File: src/rtl/sys_cfg_pkg.sv
// Shared constants for the system configuration controller.
// Assumes 32-bit data words and a 12-bit byte address window.
package sys_cfg_pkg;
    localparam int DATA_W = 32;
    localparam int ADDR_W = 12;

    // Byte offsets of the mapped words
    localparam logic [ADDR_W-1:0] OFF_GEN_A   = 12'h000;
    localparam logic [ADDR_W-1:0] OFF_GEN_B   = 12'h004;
    localparam logic [ADDR_W-1:0] OFF_ZERO    = 12'h00C;
    localparam logic [ADDR_W-1:0] OFF_FIXCFG  = 12'h010;
    localparam logic [ADDR_W-1:0] OFF_RTN     = 12'h0A0;
    localparam logic [ADDR_W-1:0] OFF_DOUT    = 12'h0A4;
    localparam logic [ADDR_W-1:0] OFF_CMD     = 12'h0A8;
    localparam logic [ADDR_W-1:0] OFF_STAT    = 12'h0AC;
    localparam logic [ADDR_W-1:0] OFF_LOCK    = 12'h100;
    localparam logic [ADDR_W-1:0] OFF_AUXID   = 12'hFF8;
    localparam logic [ADDR_W-1:0] OFF_ID      = 12'hFFC;

    // Command word field layout
    localparam int DEV_LSB  = 0;
    localparam int DEV_W    = 12;
    localparam int FUNC_LSB = 20;
    localparam int FUNC_W   = 6;
    localparam int DIR_BIT  = 30;
    localparam int GO_BIT   = 31;
    localparam logic [DATA_W-1:0] CMD_KEEP  = 32'h43F0_0FFF;
    localparam logic [DATA_W-1:0] CMD_RESET = 32'h0010_0000;
    localparam logic [FUNC_W-1:0] FUNC_OSC  = 6'd1;

    // Lock word layout
    localparam int LOOP_N    = 8;
    localparam int MASK_LSB  = 24;
    localparam int FLAG_LSB  = 16;

    // One select line per mapped word
    typedef struct packed {
        logic gen_a;
        logic gen_b;
        logic zero;
        logic fixcfg;
        logic rtn;
        logic dout;
        logic cmd;
        logic stat;
        logic lock;
        logic auxid;
        logic id;
    } sel_t;
endpackage

File: src/rtl/cfg_addr_decode.sv
// Address decoder: turns a byte address into one select line per mapped
// word. Assumes word-aligned access; address bits [1:0] are ignored.
module cfg_addr_decode
    import sys_cfg_pkg::*;
(
    input  logic              clk,
    input  logic              rst_n,
    input  logic [ADDR_W-1:0] addr,
    output sel_t              sel
);
    localparam int WA_MSB = ADDR_W - 1;

    logic [WA_MSB-2:0] word;
    assign word = addr[WA_MSB:2];

    // Compare the word index against each mapped offset
    always_comb begin
        sel        = '0;
        sel.gen_a  = (word == OFF_GEN_A[WA_MSB:2]);
        sel.gen_b  = (word == OFF_GEN_B[WA_MSB:2]);
        sel.zero   = (word == OFF_ZERO[WA_MSB:2]);
        sel.fixcfg = (word == OFF_FIXCFG[WA_MSB:2]);
        sel.rtn    = (word == OFF_RTN[WA_MSB:2]);
        sel.dout   = (word == OFF_DOUT[WA_MSB:2]);
        sel.cmd    = (word == OFF_CMD[WA_MSB:2]);
        sel.stat   = (word == OFF_STAT[WA_MSB:2]);
        sel.lock   = (word == OFF_LOCK[WA_MSB:2]);
        sel.auxid  = (word == OFF_AUXID[WA_MSB:2]);
        sel.id     = (word == OFF_ID[WA_MSB:2]);
    end


    sel_onehot_chk: assert property (@(posedge clk) disable iff (!rst_n)
        $onehot0(sel));
endmodule

File: src/rtl/cfg_gp_regs.sv
// General-purpose configuration words A and B. Word B's low byte drives
// the LED output. Assumes write strobes are already qualified by decode.
module cfg_gp_regs
    import sys_cfg_pkg::*;
#(
    parameter int LED_W = 8
) (
    input  logic              clk,
    input  logic              rst_n,
    input  logic              wr_a,
    input  logic              wr_b,
    input  logic [DATA_W-1:0] wdata,
    output logic [DATA_W-1:0] gen_a_q,
    output logic [DATA_W-1:0] gen_b_q,
    output logic [LED_W-1:0]  led_out
);
    // Hold word A
    always_ff @(posedge clk) begin
        if (!rst_n)    gen_a_q <= '0;
        else if (wr_a) gen_a_q <= wdata;
    end

    // Hold word B
    always_ff @(posedge clk) begin
        if (!rst_n)    gen_b_q <= '0;
        else if (wr_b) gen_b_q <= wdata;
    end

    assign led_out = gen_b_q[LED_W-1:0];


    led_hold_chk: assert property (@(posedge clk) disable iff (!rst_n)
        !wr_b |=> $stable(led_out));
endmodule

File: src/rtl/cfg_lock_reg.sv
// Clock-lock status word. Only the mask byte is stored. The flag byte
// mirrors the inputs, and bit 0 is the OR of the flags the mask selects.
// Assumes loop_locked is synchronous to clk.
module cfg_lock_reg
    import sys_cfg_pkg::*;
(
    input  logic              clk,
    input  logic              rst_n,
    input  logic              wr,
    input  logic [DATA_W-1:0] wdata,
    input  logic [LOOP_N-1:0] loop_locked,
    output logic [DATA_W-1:0] lock_word
);
    localparam int PAD_W = FLAG_LSB - 1;

    logic [LOOP_N-1:0] mask_q;
    logic              any_locked;

    // Capture the writable mask byte
    always_ff @(posedge clk) begin
        if (!rst_n)  mask_q <= '1;
        else if (wr) mask_q <= wdata[MASK_LSB +: LOOP_N];
    end

    // Combine the selected lock flags
    always_comb begin
        any_locked = 1'b0;
        for (int k = 0; k < LOOP_N; k++)
            any_locked = any_locked | (mask_q[k] & loop_locked[k]);
    end

    assign lock_word = {mask_q, loop_locked, {PAD_W{1'b0}}, any_locked};


    mask_hold_chk: assert property (@(posedge clk) disable iff (!rst_n)
        !wr |=> $stable(mask_q));

    empty_mask_chk: assert property (@(posedge clk) disable iff (!rst_n)
        (mask_q == '0) |-> !lock_word[0]);
endmodule

File: src/rtl/cfg_xact_unit.sv
// Configuration channel: command, status, outgoing and returned data, and
// the oscillator bank. A command write with go set runs one transaction in
// the same edge. Assumes at most one write strobe is active per cycle.
module cfg_xact_unit
    import sys_cfg_pkg::*;
#(
    parameter int                       NUM_OSC   = 3,
    parameter logic [NUM_OSC*DATA_W-1:0] OSC_RESET = {32'd25000000, 32'd24576000, 32'd50000000}
) (
    input  logic              clk,
    input  logic              rst_n,
    input  logic              wr_cmd,
    input  logic              wr_dout,
    input  logic [DATA_W-1:0] wdata,
    output logic [DATA_W-1:0] cmd_q,
    output logic [DATA_W-1:0] stat_q,
    output logic [DATA_W-1:0] dout_q,
    output logic [DATA_W-1:0] rtn_q
);
    localparam logic [DEV_W-1:0] DEV_LIMIT = DEV_W'(NUM_OSC);

    logic [DEV_W-1:0]  dev;
    logic [FUNC_W-1:0] func;
    logic              go, dir_wr, target_ok;
    logic              run_wr, run_rd;
    logic [DATA_W-1:0] osc_q [NUM_OSC];
    logic [DATA_W-1:0] osc_sel;

    // Decode the fields of the value being written
    always_comb begin
        dev       = wdata[DEV_LSB +: DEV_W];
        func      = wdata[FUNC_LSB +: FUNC_W];
        go        = wdata[GO_BIT];
        dir_wr    = wdata[DIR_BIT];
        target_ok = (func == FUNC_OSC) && (dev < DEV_LIMIT);
        run_wr    = wr_cmd && go && dir_wr && target_ok;
        run_rd    = wr_cmd && go && !dir_wr && target_ok;
    end

    // Store the command with reserved and go bits dropped
    always_ff @(posedge clk) begin
        if (!rst_n)      cmd_q <= CMD_RESET;
        else if (wr_cmd) cmd_q <= wdata & CMD_KEEP;
    end

    // Clear status on a command write and report the result if started
    always_ff @(posedge clk) begin
        if (!rst_n)      stat_q <= '0;
        else if (wr_cmd) stat_q <= {{(DATA_W-2){1'b0}}, go && !target_ok, go};
    end

    // Hold outgoing data
    always_ff @(posedge clk) begin
        if (!rst_n)       dout_q <= '0;
        else if (wr_dout) dout_q <= wdata;
    end

    // Pick the oscillator addressed by the device field
    always_comb begin
        osc_sel = '0;
        for (int k = 0; k < NUM_OSC; k++)
            if (dev == DEV_W'(k)) osc_sel = osc_q[k];
    end

    // Load returned data on a valid read transaction
    always_ff @(posedge clk) begin
        if (!rst_n)      rtn_q <= '0;
        else if (run_rd) rtn_q <= osc_sel;
    end

    for (genvar i = 0; i < NUM_OSC; i++) begin : g_osc
        // Update one oscillator on a valid write transaction
        always_ff @(posedge clk) begin
            if (!rst_n)                            osc_q[i] <= OSC_RESET[i*DATA_W +: DATA_W];
            else if (run_wr && dev == DEV_W'(i))   osc_q[i] <= dout_q;
        end


        osc_hold_chk: assert property (@(posedge clk) disable iff (!rst_n)
            !(wr_cmd && go && dir_wr && func == FUNC_OSC && dev == DEV_W'(i))
            |=> $stable(osc_q[i]));
    end


    cmd_rsvd_chk: assert property (@(posedge clk) disable iff (!rst_n)
        (cmd_q & ~CMD_KEEP) == '0);

    stat_clear_chk: assert property (@(posedge clk) disable iff (!rst_n)
        (wr_cmd && !wdata[GO_BIT]) |=> (stat_q == '0));

    stat_done_chk: assert property (@(posedge clk) disable iff (!rst_n)
        (wr_cmd && wdata[GO_BIT]) |=> stat_q[0]);

    err_needs_done_chk: assert property (@(posedge clk) disable iff (!rst_n)
        stat_q[1] |-> stat_q[0]);

    bad_read_hold_chk: assert property (@(posedge clk) disable iff (!rst_n)
        (wr_cmd && go && !dir_wr && (func != FUNC_OSC || dev >= DEV_LIMIT))
        |=> $stable(rtn_q));
endmodule

File: src/rtl/sys_cfg_ctrl.sv
// System configuration controller top: address decode, write strobes and
// the read multiplexer around the register sub-blocks. Assumes one access
// per cycle; read data is combinational and zero when not reading.
module sys_cfg_ctrl
    import sys_cfg_pkg::*;
#(
    parameter int                        NUM_OSC    = 3,
    parameter logic [NUM_OSC*DATA_W-1:0] OSC_RESET  = {32'd25000000, 32'd24576000, 32'd50000000},
    parameter logic [DATA_W-1:0]         FIXCFG_VAL = 32'h0000_0000,
    parameter logic [DATA_W-1:0]         AUXID_VAL  = 32'h0100_0001,
    parameter logic [DATA_W-1:0]         ID_VAL     = 32'h4104_0000
) (
    input  logic              clk,
    input  logic              rst_n,
    input  logic              bus_valid,
    input  logic              bus_write,
    input  logic [11:0]       bus_addr,
    input  logic [31:0]       bus_wdata,
    output logic [31:0]       bus_rdata,
    input  logic [7:0]        loop_locked,
    output logic [7:0]        led_out
);
    localparam int LED_W = 8;

    sel_t              sel;
    logic              wr_en;
    logic [DATA_W-1:0] gen_a_q, gen_b_q, cmd_q, stat_q, dout_q, rtn_q, lock_word;

    assign wr_en = bus_valid && bus_write;

    cfg_addr_decode u_dec (
        .clk   (clk),
        .rst_n (rst_n),
        .addr  (bus_addr),
        .sel   (sel)
    );

    cfg_gp_regs #(.LED_W(LED_W)) u_gp (
        .clk     (clk),
        .rst_n   (rst_n),
        .wr_a    (wr_en && sel.gen_a),
        .wr_b    (wr_en && sel.gen_b),
        .wdata   (bus_wdata),
        .gen_a_q (gen_a_q),
        .gen_b_q (gen_b_q),
        .led_out (led_out)
    );

    cfg_xact_unit #(.NUM_OSC(NUM_OSC), .OSC_RESET(OSC_RESET)) u_xact (
        .clk     (clk),
        .rst_n   (rst_n),
        .wr_cmd  (wr_en && sel.cmd),
        .wr_dout (wr_en && sel.dout),
        .wdata   (bus_wdata),
        .cmd_q   (cmd_q),
        .stat_q  (stat_q),
        .dout_q  (dout_q),
        .rtn_q   (rtn_q)
    );

    cfg_lock_reg u_lock (
        .clk         (clk),
        .rst_n       (rst_n),
        .wr          (wr_en && sel.lock),
        .wdata       (bus_wdata),
        .loop_locked (loop_locked),
        .lock_word   (lock_word)
    );

    // Return the addressed word during a read, zero otherwise
    always_comb begin
        bus_rdata = '0;
        if (bus_valid && !bus_write) begin
            unique case (1'b1)
                sel.gen_a:  bus_rdata = gen_a_q;
                sel.gen_b:  bus_rdata = gen_b_q;
                sel.fixcfg: bus_rdata = FIXCFG_VAL;
                sel.rtn:    bus_rdata = rtn_q;
                sel.dout:   bus_rdata = dout_q;
                sel.cmd:    bus_rdata = cmd_q;
                sel.stat:   bus_rdata = stat_q;
                sel.lock:   bus_rdata = lock_word;
                sel.auxid:  bus_rdata = AUXID_VAL;
                sel.id:     bus_rdata = ID_VAL;
                default:    bus_rdata = '0;
            endcase
        end
    end


    idle_rdata_chk: assert property (@(posedge clk) disable iff (!rst_n)
        !(bus_valid && !bus_write) |-> (bus_rdata == '0));
endmodule

File: config.mk
export PLATFORM = sky130hd
export DESIGN_NAME = sys_cfg_ctrl
export DESIGN_NICKNAME = d
export VERILOG_FILES = /design/src/rtl/sys_cfg_pkg.sv /design/src/rtl/cfg_addr_decode.sv /design/src/rtl/cfg_gp_regs.sv /design/src/rtl/cfg_lock_reg.sv /design/src/rtl/cfg_xact_unit.sv /design/src/rtl/sys_cfg_ctrl.sv
export SDC_FILE = /design/constraint.sdc
export NUM_CORES = 1
export LEC_CHECK = 0
export BUFFER_PORTS_ARGS = -buffer_cell sky130_fd_sc_hd__buf_2
export CELL_PAD_IN_SITES_DETAIL_PLACEMENT = 0
export CELL_PAD_IN_SITES_GLOBAL_PLACEMENT = 1
export CORE_MARGIN = 2
export CORE_UTILIZATION = 43
export DETAILED_ROUTE_END_ITERATION = 10
export MAX_ROUTING_LAYER = met4
export PLACE_DENSITY = 0.77
export SETUP_SLACK_MARGIN = 0.15
export SYNTH_ARGS = -nofsm -noshare
export SYNTH_HDL_FRONTEND = slang
export SYNTH_SLANG_ARGS = --single-unit
export TNS_END_PERCENT = 10
File: constraint.sdc
create_clock -name clk -period 7.9 [get_ports clk]
set_input_delay 0.79 -clock clk [delete_from_list [all_inputs] [get_ports clk]]
set_output_delay 0.79 -clock clk [all_outputs]
set_load 0.005 [all_outputs]
Word-level counts from Yosys, hierarchy flattened
Memory sizes are Yosys's and may differ from the RTL's.
Cells that the tools add are included.
{"block": "op_classes", "add_sub_neg": 0, "multipliers": 0, "n_div": 0, "n_lt_le_gt_ge": 1, "eq_ne": 11, "shifts": 0, "n_mux": 18, "bitwise": 18, "n_reduce_logical": 22}
{"cell": "$pmux 32 s9", "n": 1}
{"cell": "$mux 32", "n": 7}
{"cell": "$eq 10x6->1 const B", "n": 4}
{"cell": "$eq 10x10->1 const B", "n": 2}
{"cell": "$logic_and 1x1->1", "n": 17}
{"cell": "$eq 12x1->1 const B", "n": 1}
{"cell": "$eq 12x2->1 const B", "n": 1}
{"cell": "$logic_not 12->1", "n": 1}
{"cell": "$lt 12x2->1 const B", "n": 1}
{"cell": "$eq 10x1->1 const B", "n": 1}
{"cell": "$eq 10x7->1 const B", "n": 1}
{"cell": "$logic_not 10->1", "n": 1}
{"cell": "$mux 1", "n": 10}
{"cell": "$or 1x1->1", "n": 10}
{"cell": "$and 1x1->1", "n": 8}
{"cell": "$eq 6x1->1 const B", "n": 1}
{"cell": "$logic_not 1->1", "n": 3}
{"block": "totals", "regBits": 157, "latch_bits": 0, "mem_bits_rw": 96, "mem_bits_ro": 0, "inputBits": 56, "output_inout_bits": 40, "word_cells": 78, "mem_count": 1}
{"memory": "u_xact.osc_q", "depth": 3, "width": 32, "read_ports": 3, "rd_ports_with_merged_regs": 0, "wr": 3, "line": "cfg_xact_unit.sv:26", "rtl": "logic [DATA_W-1:0] osc_q [NUM_OSC];"}

Longest topological paths before layout
Gate-level depths: netlist of the first run.
{"block": "logic_depth", "depth_word": 10, "ltp_mapped": 8, "mapped_depth_nobuf": 5}

Modules after synthesis
A second synthesis of the first run with hierarchy kept.
{"block": "unflattened", "cells_unflattened": 1137, "area_unflattened_um2": 12717.2}
{"module": "cfg_xact_unit", "n_inst": 1, "cells_each": 671, "area_per_inst_um2": 7753.7, "seq_area_each_um2": 4584.4}
{"module": "cfg_gp_regs", "n_inst": 1, "cells_each": 215, "area_per_inst_um2": 2552.4, "seq_area_each_um2": 1281.2}
{"module": "sys_cfg_ctrl", "n_inst": 1, "cells_each": 173, "area_per_inst_um2": 1755.4, "seq_area_each_um2": 0.0}
{"module": "cfg_lock_reg", "n_inst": 1, "cells_each": 56, "area_per_inst_um2": 505.5, "seq_area_each_um2": 160.2}
{"module": "cfg_addr_decode", "n_inst": 1, "cells_each": 22, "area_per_inst_um2": 150.1, "seq_area_each_um2": 0.0}

Worst setup path before layout of the first run
No wires, ideal clock.
{"block": "synth_timing", "kind": "input port to flip-flop", "start": "input bus_addr[9]", "end": "memory u_xact.osc_q[0][0], enable pin", "setup_ns": 0.389, "arrival_ns": 3.547, "required_ns": 7.511, "slack_ns": 3.963, "cell_stages": 7, "n_path_buf": 2, "cell_sequence": "or4_1 buf_2 or3_4 nor4_2 nand3_1 clkbuf_1 nand2_1"}
{"item": "start: declaration", "line": "sys_cfg_ctrl.sv:17", "rtl": "input logic [11:0] bus_addr,"}
{"item": "end: declaration", "line": "cfg_xact_unit.sv:26"}

==> summary.txt, run 1 <==
Clock network
  • Skew-Pair Late Insertion Delay: 0.54 ns
  • CTS tree: built
  • Inserted Clock Buffers: 27
  • CTS sink count: 253
  • Clk buf depth: 3
  • Root buffer cell: clkbuf_16
  • H-tree Lvls: 1
  • Setup bufs post-CTS: 0
  • Clock-pin slew on the worst setup and hold paths: 0.06 ns
  • Resize count post-CTS: 0
  • Post-CTS Hold Buffers: 0

Floorplan
  • Die X: 168 um
  • Core Footprint: 26700 um^2
  • Die H: 168 um
  • Die area: 28300 um^2
  • Starting Density: 43.4%
  • # rows: 60
  • Top Ports: 96

STA
  • Pins over their slew limit: 0
  • Fin. Hold Viols: 0
  • Min cycle time layout: 4.74 ns
  • Final setup violating endpoints: 0
  • Final hold slack: 0.462 ns
  • Clk_skew: 0.0194 ns
  • RSZ-0062 raised after global routing: false
  • Slew headroom: 23.5%
  • Sum Neg Setup Slack: 0 ns
  • Max Fclk: 0.211 GHz
  • Period utilization: 59.9%
  • Worst slew pin tran: 1.15 ns
  • Slack of the critical path: 3.16 ns

Synthesis
  • Post-Synth XOR/XNOR Area: 0%
  • Main synth FF type: dfxtp_1
  • Synth Area in Adders: 0%
  • Synth Register Bits: 253
  • Syn_area_per_cell: 9.75 um^2
  • Total number of yosys warnings: 0
  • Synthesized area: 11600 um^2
  • EDFF count, synth: 96
  • Yosys top cell by area: dfxtp_1
  • Synth Instances: 1188
  • Asr flop ratio synth: 0%
  • Yosys top cell area share: 27.1%
  • Syn_nets: 1244
  • Multiplexer area fraction after synthesis: 11.1%
  • Largest family of logic cells by synthesized area: simple AND/OR/NAND/NOR gates
  • Sequential cell area fraction in the yosys report: 52.0%
  • Unique cell type count in the Yosys netlist: 44
  • Synth area leaders: dfxtp_1 (27%), edfxtp_1 (25%), mux2i_1 (9.8%)
  • Synth Area in Compound Gates: 13.6%
  • Synth Area in Simple Gates: 19.7%

Detailed routing
  • DRT iter0 DRCs: 726
  • DR WL/cell: 20.9 um
  • Via count: 8948
  • Final WL: 33400 um
  • Antenna-violating nets left: 0
  • TritonRoute pass-1 iters: 6
  • DRC viols: 0
  • Vias per cell: 5.60

Place
  • Area after DPL: 12300 um^2
  • Placer congestion estimate: 0.834
  • Place WS: 2.61 ns
  • Post-placement cell count: 1548
  • Post-DP HPWL: 21400 um
  • IO Port Bufs: 93

Cells and area
  • Ratio of cells with drive above 1 in the final layout: 14.4%
  • Antenna cells: 0
  • Nets: 1292
  • Design area: 13200 um^2
  • Layout area overhead: 13.6%
  • Finished Layout Cells: 1598

Critical path
  • Worst setup SP type: input port
  • CP arrival: 4.93 ns
  • Nature of the critical path endpoint: flip-flop
  • Class of the most critical setup path: input port to flip-flop
  • Worst-path cell chain: buf_2, or4_1, or3_4, nor4_2, nand3_1, nand2_1, buf_4
  • Slowest Stage Delay on Critical Path: 0.74 ns
  • Worst EP required: 8.10 ns
  • Critical Path Fanout Max: 22
  • CP max stage cell: nor4_2

Outcome
  • Status: finished clean

Power
  • Max VDD drop: 0.134 mV
  • Power Density: 206 nW/um^2
  • Pleak: 4.44 nW

Global route
  • Initial antenna violation count: 0
  • First-pass GRT wire length: 51200 um
  • Pin count of the biggest net entering global routing: 122
  • Vias in the first global route: 8519
  • GRT overflow: 0
  • GR Util All Layers: 24.1%

Job
  • Max Cap Viol: 0

Min path
  • HP Class: flip-flop to flip-flop
## cell type report
| class | instances | area, um^2 |
|---|---|---|
| fillers | 2519 | 13600 |
| flip-flops and latches | 253 | 6030 |
| multi-input cells | 833 | 5190 |
| clock buffers | 45 | 803 |
| repair buffers | 117 | 648 |
| well taps | 341 | 427 |
| clock inverters | 5 | 53.8 |
| inverters | 4 | 15.0 |
## metrics by stage
stage                     power, mW  util, %
final                          2.71     49.2
after CTS                      2.73     49.2
after floorplan                1.46        -
after detailed placement       1.52     46.0
after global placement         1.51     46.0
after global routing           2.80     49.2
## sequential cells by signal (all words and copies together) (netlist names)
register and cells:
u_xact.cmd_q 19, u_xact.dout_q 32, u_gp.gen_b_q 32, u_gp.gen_a_q 32, u_xact.osc_q 96, u_xact.rtn_q 32, u_lock.mask_q 8, u_xact.stat_q 2
## where the power goes
| part | total, mW | internal, mW | switching, mW |
|---|---|---|---|
| clock | 1.23 | 0.722 | 0.504 |
| sequential | 1.38 | 1.37 | 0.00517 |
| combinational | 0.113 | 0.0389 | 0.0740 |
## critical path: cells and delay by family
| kind | cells | cell delay (ns) |
|---|---|---|
| buffers and inverters | 2 | 0.64 |
| and+or+nand+nor | 5 | 3.48 |
## path summary, 6_finish.rpt
path	slack (ns)	cells after the start	start	to
max	3.16	7	bus_addr[8]	u_xact.osc_q[0][1]
max reg2reg	6.91	4	u_xact.osc_q[2][7]	u_xact.rtn_q[7]
min	0.46	2	u_gp.gen_b_q[19]	u_gp.gen_b_q[19]
min reg2reg	0.46	2	u_gp.gen_b_q[19]	u_gp.gen_b_q[19]
## cell usage in the layout, fill, tap and decap left out, types with 6 or more instances in the layout
cell	Yosys	routed
mux2_2	14	14
clkbuf_1	77	12
mux2i_1	113	113
a21boi_0	96	96
and2_1	13	13
buf_2	6	92
nand4_1	6	6
or3_1	21	21
nand3_1	17	17
o2bb2ai_1	32	32
clkbuf_16	0	27
a21oi_1	38	38
buf_4	9	25
o22ai_1	12	12
a222oi_1	13	13
edfxtp_1	96	96
and3_1	14	14
nand2_1	257	257
nor2b_1	58	58
nor3_1	8	7
dfxtp_1	157	157
nor2_1	71	70
a22oi_1	10	10
clkbuf_8	0	6
## cell usage after synthesis (7+ instances only)
cell type,instances
o22ai_1,12
and2_1,13
clkbuf_1,77
nand2_1,257
and3_1,14
nor2b_1,58
nor2_1,71
nor3_1,8
a222oi_1,13
nor4_1,7
mux2i_1,113
nand3_1,17
a21boi_0,96
mux2_2,14
or3_1,21
a22oi_1,10
dfxtp_1,157
edfxtp_1,96
a21oi_1,38
buf_4,9
o2bb2ai_1,32
## routing by layer
metal | part of all wire, % | global-route usage (%) | vias up
met5 | 0 | - | -
met3 | 7.4 | 3.76 | 45
met4 | 1.9 | 5.40 | 0
met2 | 44 | 36.2 | 323
li1 | - | - | 4281
met1 | 46 | 34.4 | 4299
## cell families after synthesis
family,count (synthesis)
compound gates,215
simple gates,491
flops,253
buf+inv,102
mux,127
Power figures use the tool's default switching activity.
==> run 2: changes to the inputs <==
--- a/config.mk
+++ b/config.mk
@@ -5,6 +5,7 @@
 export SDC_FILE = /design/constraint.sdc
 export NUM_CORES = 1
 export LEC_CHECK = 0
+export ABC_AREA = 1
 export BUFFER_PORTS_ARGS = -buffer_cell sky130_fd_sc_hd__buf_2
 export CELL_PAD_IN_SITES_DETAIL_PLACEMENT = 0
 export CELL_PAD_IN_SITES_GLOBAL_PLACEMENT = 1
@@ -12,7 +13,7 @@
 export CORE_UTILIZATION = 43
 export DETAILED_ROUTE_END_ITERATION = 10
 export MAX_ROUTING_LAYER = met4
-export PLACE_DENSITY = 0.77
+export PLACE_DENSITY = 0.8
 export SETUP_SLACK_MARGIN = 0.15
 export SYNTH_ARGS = -nofsm -noshare
 export SYNTH_HDL_FRONTEND = slang
==> constraint.sdc (replaced) <==
create_clock -name clk -period 4.6 [get_ports clk]
set_input_delay 0.46 -clock clk [delete_from_list [all_inputs] [get_ports clk]]
set_output_delay 0.46 -clock clk [all_outputs]
set_load 0.005 [all_outputs]
==> run 2 against run 1 <==
Net effect:
- die area up 1.4%
- non-clock buffer count up 10
- final area up 0.76%
- clock-buffer cell count down 13
- area after synthesis up 1.4%
- highest routed layer unchanged
==> summary.txt, run 2 <==
Outcome
  • Status: finished clean

Global route
  • Vias in the first global route: 10100
  • GR Util All Layers: 27.7%
  • First-pass GRT wire length: 58900 um
  • Pin count of the biggest net entering global routing: 69
  • Initial antenna violation count: 1
  • GRT overflow: 0

Floorplan
  • Starting Density: 43.7%
  • Die area: 28700 um^2
  • Die H: 169 um
  • # rows: 60
  • Core Footprint: 26900 um^2
  • Top Ports: 96
  • Die X: 169 um

Synthesis
  • Main synth FF type: dfxtp_1
  • Synth Instances: 1530
  • Synth area leaders: dfxtp_1 (27%), edfxtp_1 (25%), nand2_1 (12%)
  • Synth top cells by count: nand2_1 (379), nor2_1 (236), dfxtp_1 (157), inv_1 (122), nand3_1 (102)
  • Yosys top cell by area: dfxtp_1
  • Syn_nets: 1586
  • Synthesized area: 11800 um^2
  • Total number of yosys warnings: 0
  • Syn_area_per_cell: 7.68 um^2
  • Sequential cell area fraction in the yosys report: 51.3%
  • EDFF count, synth: 96
  • Yosys top cell area share: 26.7%
  • Top-count cell post-synth: nand2_1
  • Synth Register Bits: 253
  • Asr flop ratio synth: 0%
  • Unique cell type count in the Yosys netlist: 28

Critical path
  • Critical Path Fanout Max: 15
  • Cells on worst reg2reg path: 4
  • Worst setup SP type: input port
  • Class of the most critical setup path: input port to primary output
  • Nature of the critical path endpoint: primary output
  • Worst Setup SP: bus_addr[3]
  • Setup slack, reg-to-reg: 3.70 ns
  • Worst EP required: 4.14 ns
  • RR Startpoint: u_xact.osc_q[0][25]
  • R2r endpoint: u_xact.rtn_q[25]
  • CP arrival: 2.70 ns

STA
  • Pins over their slew limit: 0
  • Min cycle time layout: 3.16 ns
  • Period utilization: 68.7%
  • Max Fclk: 0.316 GHz
  • Worst slew pin tran: 0.936 ns
  • Fin. Hold Viols: 0
  • Final setup violating endpoints: 0
  • Clk_skew: 0.0147 ns
  • RSZ-0062 raised after global routing: false
  • Sum Neg Setup Slack: 0 ns
  • Slew headroom: 37.5%

Detailed routing
  • DRT iter0 DRCs: 986
  • TritonRoute pass-1 iters: 5
  • Antenna-violating nets left: 0
  • DRC viols: 0
  • Via count: 10600
  • Vias per cell: 5.46
  • Final WL: 38500 um
  • DR WL/cell: 19.8 um

Power
  • Pwr Total: 4.72 mW
  • Max VDD drop: 0.251 mV
  • Pleak: 5.10 nW
  • Power Density: 356 nW/um^2

Cells and area
  • Antenna cells: 0
  • Max reg flops: 96
  • Most frequent cells in the layout: nand2_1 (379), nor2_1 (236), dfxtp_1 (157), inv_1 (122), nand3_1 (102)
  • Leading cell type in the layout, fill and taps excluded: nand2_1
  • Register with the highest flop count: u_xact.osc_q
  • Finished Layout Cells: 1944
  • Ratio of cells with drive above 1 in the final layout: 13.3%
  • Design area: 13300 um^2
  • Nets: 1637
  • Layout area overhead: 12.8%

Place
  • Placer congestion estimate: 0.824
  • Area after DPL: 12400 um^2
  • Post-placement cell count: 1892
  • Post-DP HPWL: 23200 um
  • IO Port Bufs: 93

Clock network
  • Setup bufs post-CTS: 0
  • Clk buf depth: 3
  • Clock-pin slew on the worst setup and hold paths: 0.06 ns
  • CTS tree: built
  • CTS sink count: 253
  • H-tree Lvls: 1
  • Post-CTS Hold Buffers: 0
  • Skew-Pair Late Insertion Delay: 0.55 ns
  • Inserted Clock Buffers: 28
  • Resize count post-CTS: 0
  • Root buffer cell: clkbuf_16

Min path
  • HP Class: input port to flip-flop
  • Min-Delay Endpoint: u_gp.gen_b_q[16]
  • Hold Startpoint: bus_wdata[16]
  • Hold depth: 3

Job
  • Max Cap Viol: 0
[run 2: cell types whose count changed in the layout (fill, tap and decap cells not counted), sizes merged, moves of 59 or more]
cell	delta
mux2i	-113
nor2	+182
nand2	+125
a21oi	+59
a21boi	-96
nand3	+89
inv	+125
o21ai	+114
[run 2: how the worst max path moves through the flow]
stage | cells after the start | end
2_1_floorplan | 9 | u_xact.osc_q[2][0]
4_1_cts | 11 | bus_rdata[5]
3_3_place_gp | 11 | bus_rdata[5]
3_5_place_dp | 11 | bus_rdata[5]
5_1_grt | 11 | bus_rdata[8]
6_report | 11 | bus_rdata[2]
[run 2: kinds of logic after synthesis]
group / synth area share [%]
AO/OA/AOI/OAI: 10.4
buffers and inverters: 8.93
flip-flops: 51.3
AND/OR/NAND/NOR: 29.4
[run 2: layout make-up]
type	count	area [um^2]
clock buffers	32	737
multi-input cells	1041	4690
flip-flops and latches	253	6030
well taps	341	427
repair buffers	127	736
inverters	130	488
clock inverters	20	160
fillers	2692	13600
[run 2: layer usage]
layer  GRT usage (%)  vias up  share of wire, %
met3            4.41       69               8.0
met5               -        -                 0
met4            7.80        0               2.2
met2            41.9      406                45
met1            38.8     5058                45
li1                -     5080                 -
[run 2: worst max-delay path: stages]
cell and delay, ns:
buf_2 0.16, nor2_4 0.49, nand2_1 0.12, buf_4 0.23, inv_1 0.44, buf_4 0.33, nand2_1 0.07, nand3_1 0.08
nor2_1 0.04, nor2_1 0.12, buf_2 0.13
[run 2: power by group]
group	switching (mW)	total (mW)	internal, mW
Sequential	0.00520	2.34	2.34
Clock	0.938	2.20	1.26
Combinational	0.136	0.176	0.0395
[run 2: metrics by stage]
step / utilization [%] / setup slack [ns] / hold slack, ns
2_1_floorplan: - / 2.20 / 0.424
3_3_place_gp: 46.0 / 1.57 / 0.432
3_5_place_dp: 46.0 / 1.49 / 0.436
4_1_cts: 49.3 / 1.49 / 0.178
5_1_grt: 49.3 / 1.29 / 0.204
6_report: 49.3 / 1.44 / 0.183
==> run 3: changes to the inputs <==
--- a/config.mk
+++ b/config.mk
@@ -10,10 +10,10 @@
 export CELL_PAD_IN_SITES_DETAIL_PLACEMENT = 0
 export CELL_PAD_IN_SITES_GLOBAL_PLACEMENT = 1
 export CORE_MARGIN = 2
-export CORE_UTILIZATION = 43
+export CORE_UTILIZATION = 40
 export DETAILED_ROUTE_END_ITERATION = 10
 export MAX_ROUTING_LAYER = met4
-export PLACE_DENSITY = 0.8
+export PLACE_DENSITY = 0.79
 export SETUP_SLACK_MARGIN = 0.15
 export SYNTH_ARGS = -nofsm -noshare
 export SYNTH_HDL_FRONTEND = slang
==> constraint.sdc (replaced) <==
create_clock -name clk -period 2.81 [get_ports clk]
set_input_delay 0.281 -clock clk [delete_from_list [all_inputs] [get_ports clk]]
set_output_delay 0.281 -clock clk [all_outputs]
set_load 0.005 [all_outputs]
==> run 3 against run 2 <==
Net effect:
- combinational power up 66%
- die area rose by 7.3%
- register-to-register slack got worse by 1.9 ns
- final area up 1.5%
- largest cell class unchanged
- power up 61%
- sequential share of layout area is 0.68 points lower
- utilization fell by 2.7 points
- sequential cell count stayed put
- worst setup slack got worse by 1.0 ns
==> summary.txt, run 3 (synthesis results as in run 2) <==
Critical path
  • CP arrival: 2.09 ns
  • Cells on worst reg2reg path: 4
  • Worst EP required: 2.53 ns
  • R2r endpoint: u_xact.rtn_q[22]
  • Worst setup SP type: input port
  • Critical Path Fanout Max: 14
  • Nature of the critical path endpoint: primary output
  • RR Startpoint: u_xact.osc_q[0][22]
  • Class of the most critical setup path: input port to primary output
  • Setup slack, reg-to-reg: 1.85 ns

Global route
  • GRT overflow: 0
  • Vias in the first global route: 10000
  • Grt met3 use: 2.94%
  • Initial antenna violation count: 0
  • Met2 Use GR: 39.9%
  • Pin count of the biggest net entering global routing: 52
  • Met1 Use GR: 36.0%
  • First-pass GRT wire length: 59200 um
  • Top Usage Layer GRT: met2
  • GR Util All Layers: 25.7%

Cells and area
  • Nets: 1658
  • Antenna cells: 0
  • Leading cell type in the layout, fill and taps excluded: nand2_1
  • Layout area overhead: 14.5%
  • Max reg flops: 96
  • Ratio of cells with drive above 1 in the final layout: 14.0%
  • Most frequent cells in the layout: nand2_1 (379), nor2_1 (236), dfxtp_1 (157), inv_1 (122), nand3_1 (102)
  • Register with the highest flop count: u_xact.osc_q

Floorplan
  • Die H: 175 um
  • Die area: 30800 um^2
  • Die X: 175 um
  • Starting Density: 40.7%
  • # rows: 62
  • Core Footprint: 28900 um^2
  • Top Ports: 96

Detailed routing
  • TritonRoute pass-1 iters: 5
  • DRC viols: 0
  • Vias per cell: 5.33
  • DRT iter0 DRCs: 976
  • DR WL/cell: 19.3 um
  • Via count: 10700
  • Final WL: 38700 um
  • Antenna-violating nets left: 0

Min path
  • Hold Startpoint: bus_wdata[26]
  • Min-Delay Endpoint: u_gp.gen_a_q[26]
  • HP Class: input port to flip-flop
  • Hold depth: 3

STA
  • Sum Neg Setup Slack: 0 ns
  • Fin. Hold Viols: 0
  • Final setup violating endpoints: 0
  • Clk_skew: 0.0279 ns
  • Worst slew pin tran: 0.570 ns
  • Min cycle time layout: 2.37 ns
  • Slew headroom: 61.9%
  • RSZ-0062 raised after global routing: false
  • Max Fclk: 0.421 GHz
  • Pins over their slew limit: 0
  • Period utilization: 84.5%
  • Final hold slack: 0.0227 ns

Power
  • Power Density: 564 nW/um^2
  • Max VDD drop: 0.467 mV
  • Pleak: 5.20 nW

Clock network
  • Root buffer cell: clkbuf_16
  • Clock-pin slew on the worst setup and hold paths: 0.06 ns
  • Inserted Clock Buffers: 27
  • Skew-Pair Late Insertion Delay: 0.55 ns
  • CTS tree: built
  • Clk buf depth: 3
  • H-tree Lvls: 1
  • CTS sink count: 253

Outcome
  • Status: finished clean

Place
  • IO Port Bufs: 93
  • Placer congestion estimate: 0.857
  • Post-DP HPWL: 24700 um

Job
  • Max Cap Viol: 0
## run 3: layout make-up
type                       instances  area (um^2)
fill                            2851        15400
inverter                         130          488
multi-input combinational       1041         4690
clock buffer                      38          767
timing repair buffer             149          928
clock inverter                    12         86.3
sequential                       253         6030
tap                              384          480
## run 3: through the flow
| step | power (mW) | area (um^2) | setup slack [ns] | std cells | util [%] |
|---|---|---|---|---|---|
| final | 7.59 | 13500 | 0.436 | 2007 | 46.6 |
| after floorplan | 4.05 | 11800 | 0.590 | 1530 | - |
| after CTS | 7.62 | 13500 | 0.452 | 2007 | 46.6 |
| after global placement | 4.20 | 12600 | 0.450 | 1956 | 43.7 |
| after global routing | 7.78 | 13500 | 0.363 | 2007 | 46.6 |
| after detailed placement | 4.20 | 12600 | 0.454 | 1956 | 43.7 |
## run 3: where the power goes
part | internal, mW | switching, mW | leakage, nW
sequential | 3.83 | 0.00863 | 2.15
combinational | 0.0694 | 0.222 | 2.63
clock | 1.99 | 1.48 | 0.420
total | 5.88 | 1.71 | 5.20
## run 3: worst max-delay path, stage by stage
cell and delay, ns:
buf_2 0.17, inv_2 0.08, nor2_4 0.25, buf_4 0.33, nand2_2 0.17, nand2_1 0.09
nor2_1 0.04, nand2_1 0.08, nand2_1 0.06, buf_4 0.21, nor2_1 0.17, buf_2 0.15
## run 3: what timing repair did
item | CTS | global route
setup endpoints to repair | 0 | 0
resized for setup | 0 | 0
buffers inserted | 0 | 0
hold buffers | 1 | 0
endpoints found under the hold margin | 1 | 0
## run 3: per-layer routing
layer / part of all wire [%] / vias up
met2: 45 / 433
li1: - / 5121
met4: 1.7 / 0
met1: 45 / 5091
met3: 7.8 / 47
met5: 0 / -
## run 3: how the worst max path moves through the flow
stage	to	startpoint	slack [ns]	cells after the start
after floorplan	u_xact.osc_q[2][0]	bus_addr[3]	0.59	9
final	bus_rdata[14]	bus_addr[2]	0.44	12
after detailed placement	bus_rdata[14]	bus_addr[2]	0.45	12
after global placement	bus_rdata[14]	bus_addr[2]	0.45	12
after CTS	bus_rdata[14]	bus_addr[2]	0.45	12
after global routing	bus_rdata[1]	bus_addr[2]	0.36	12
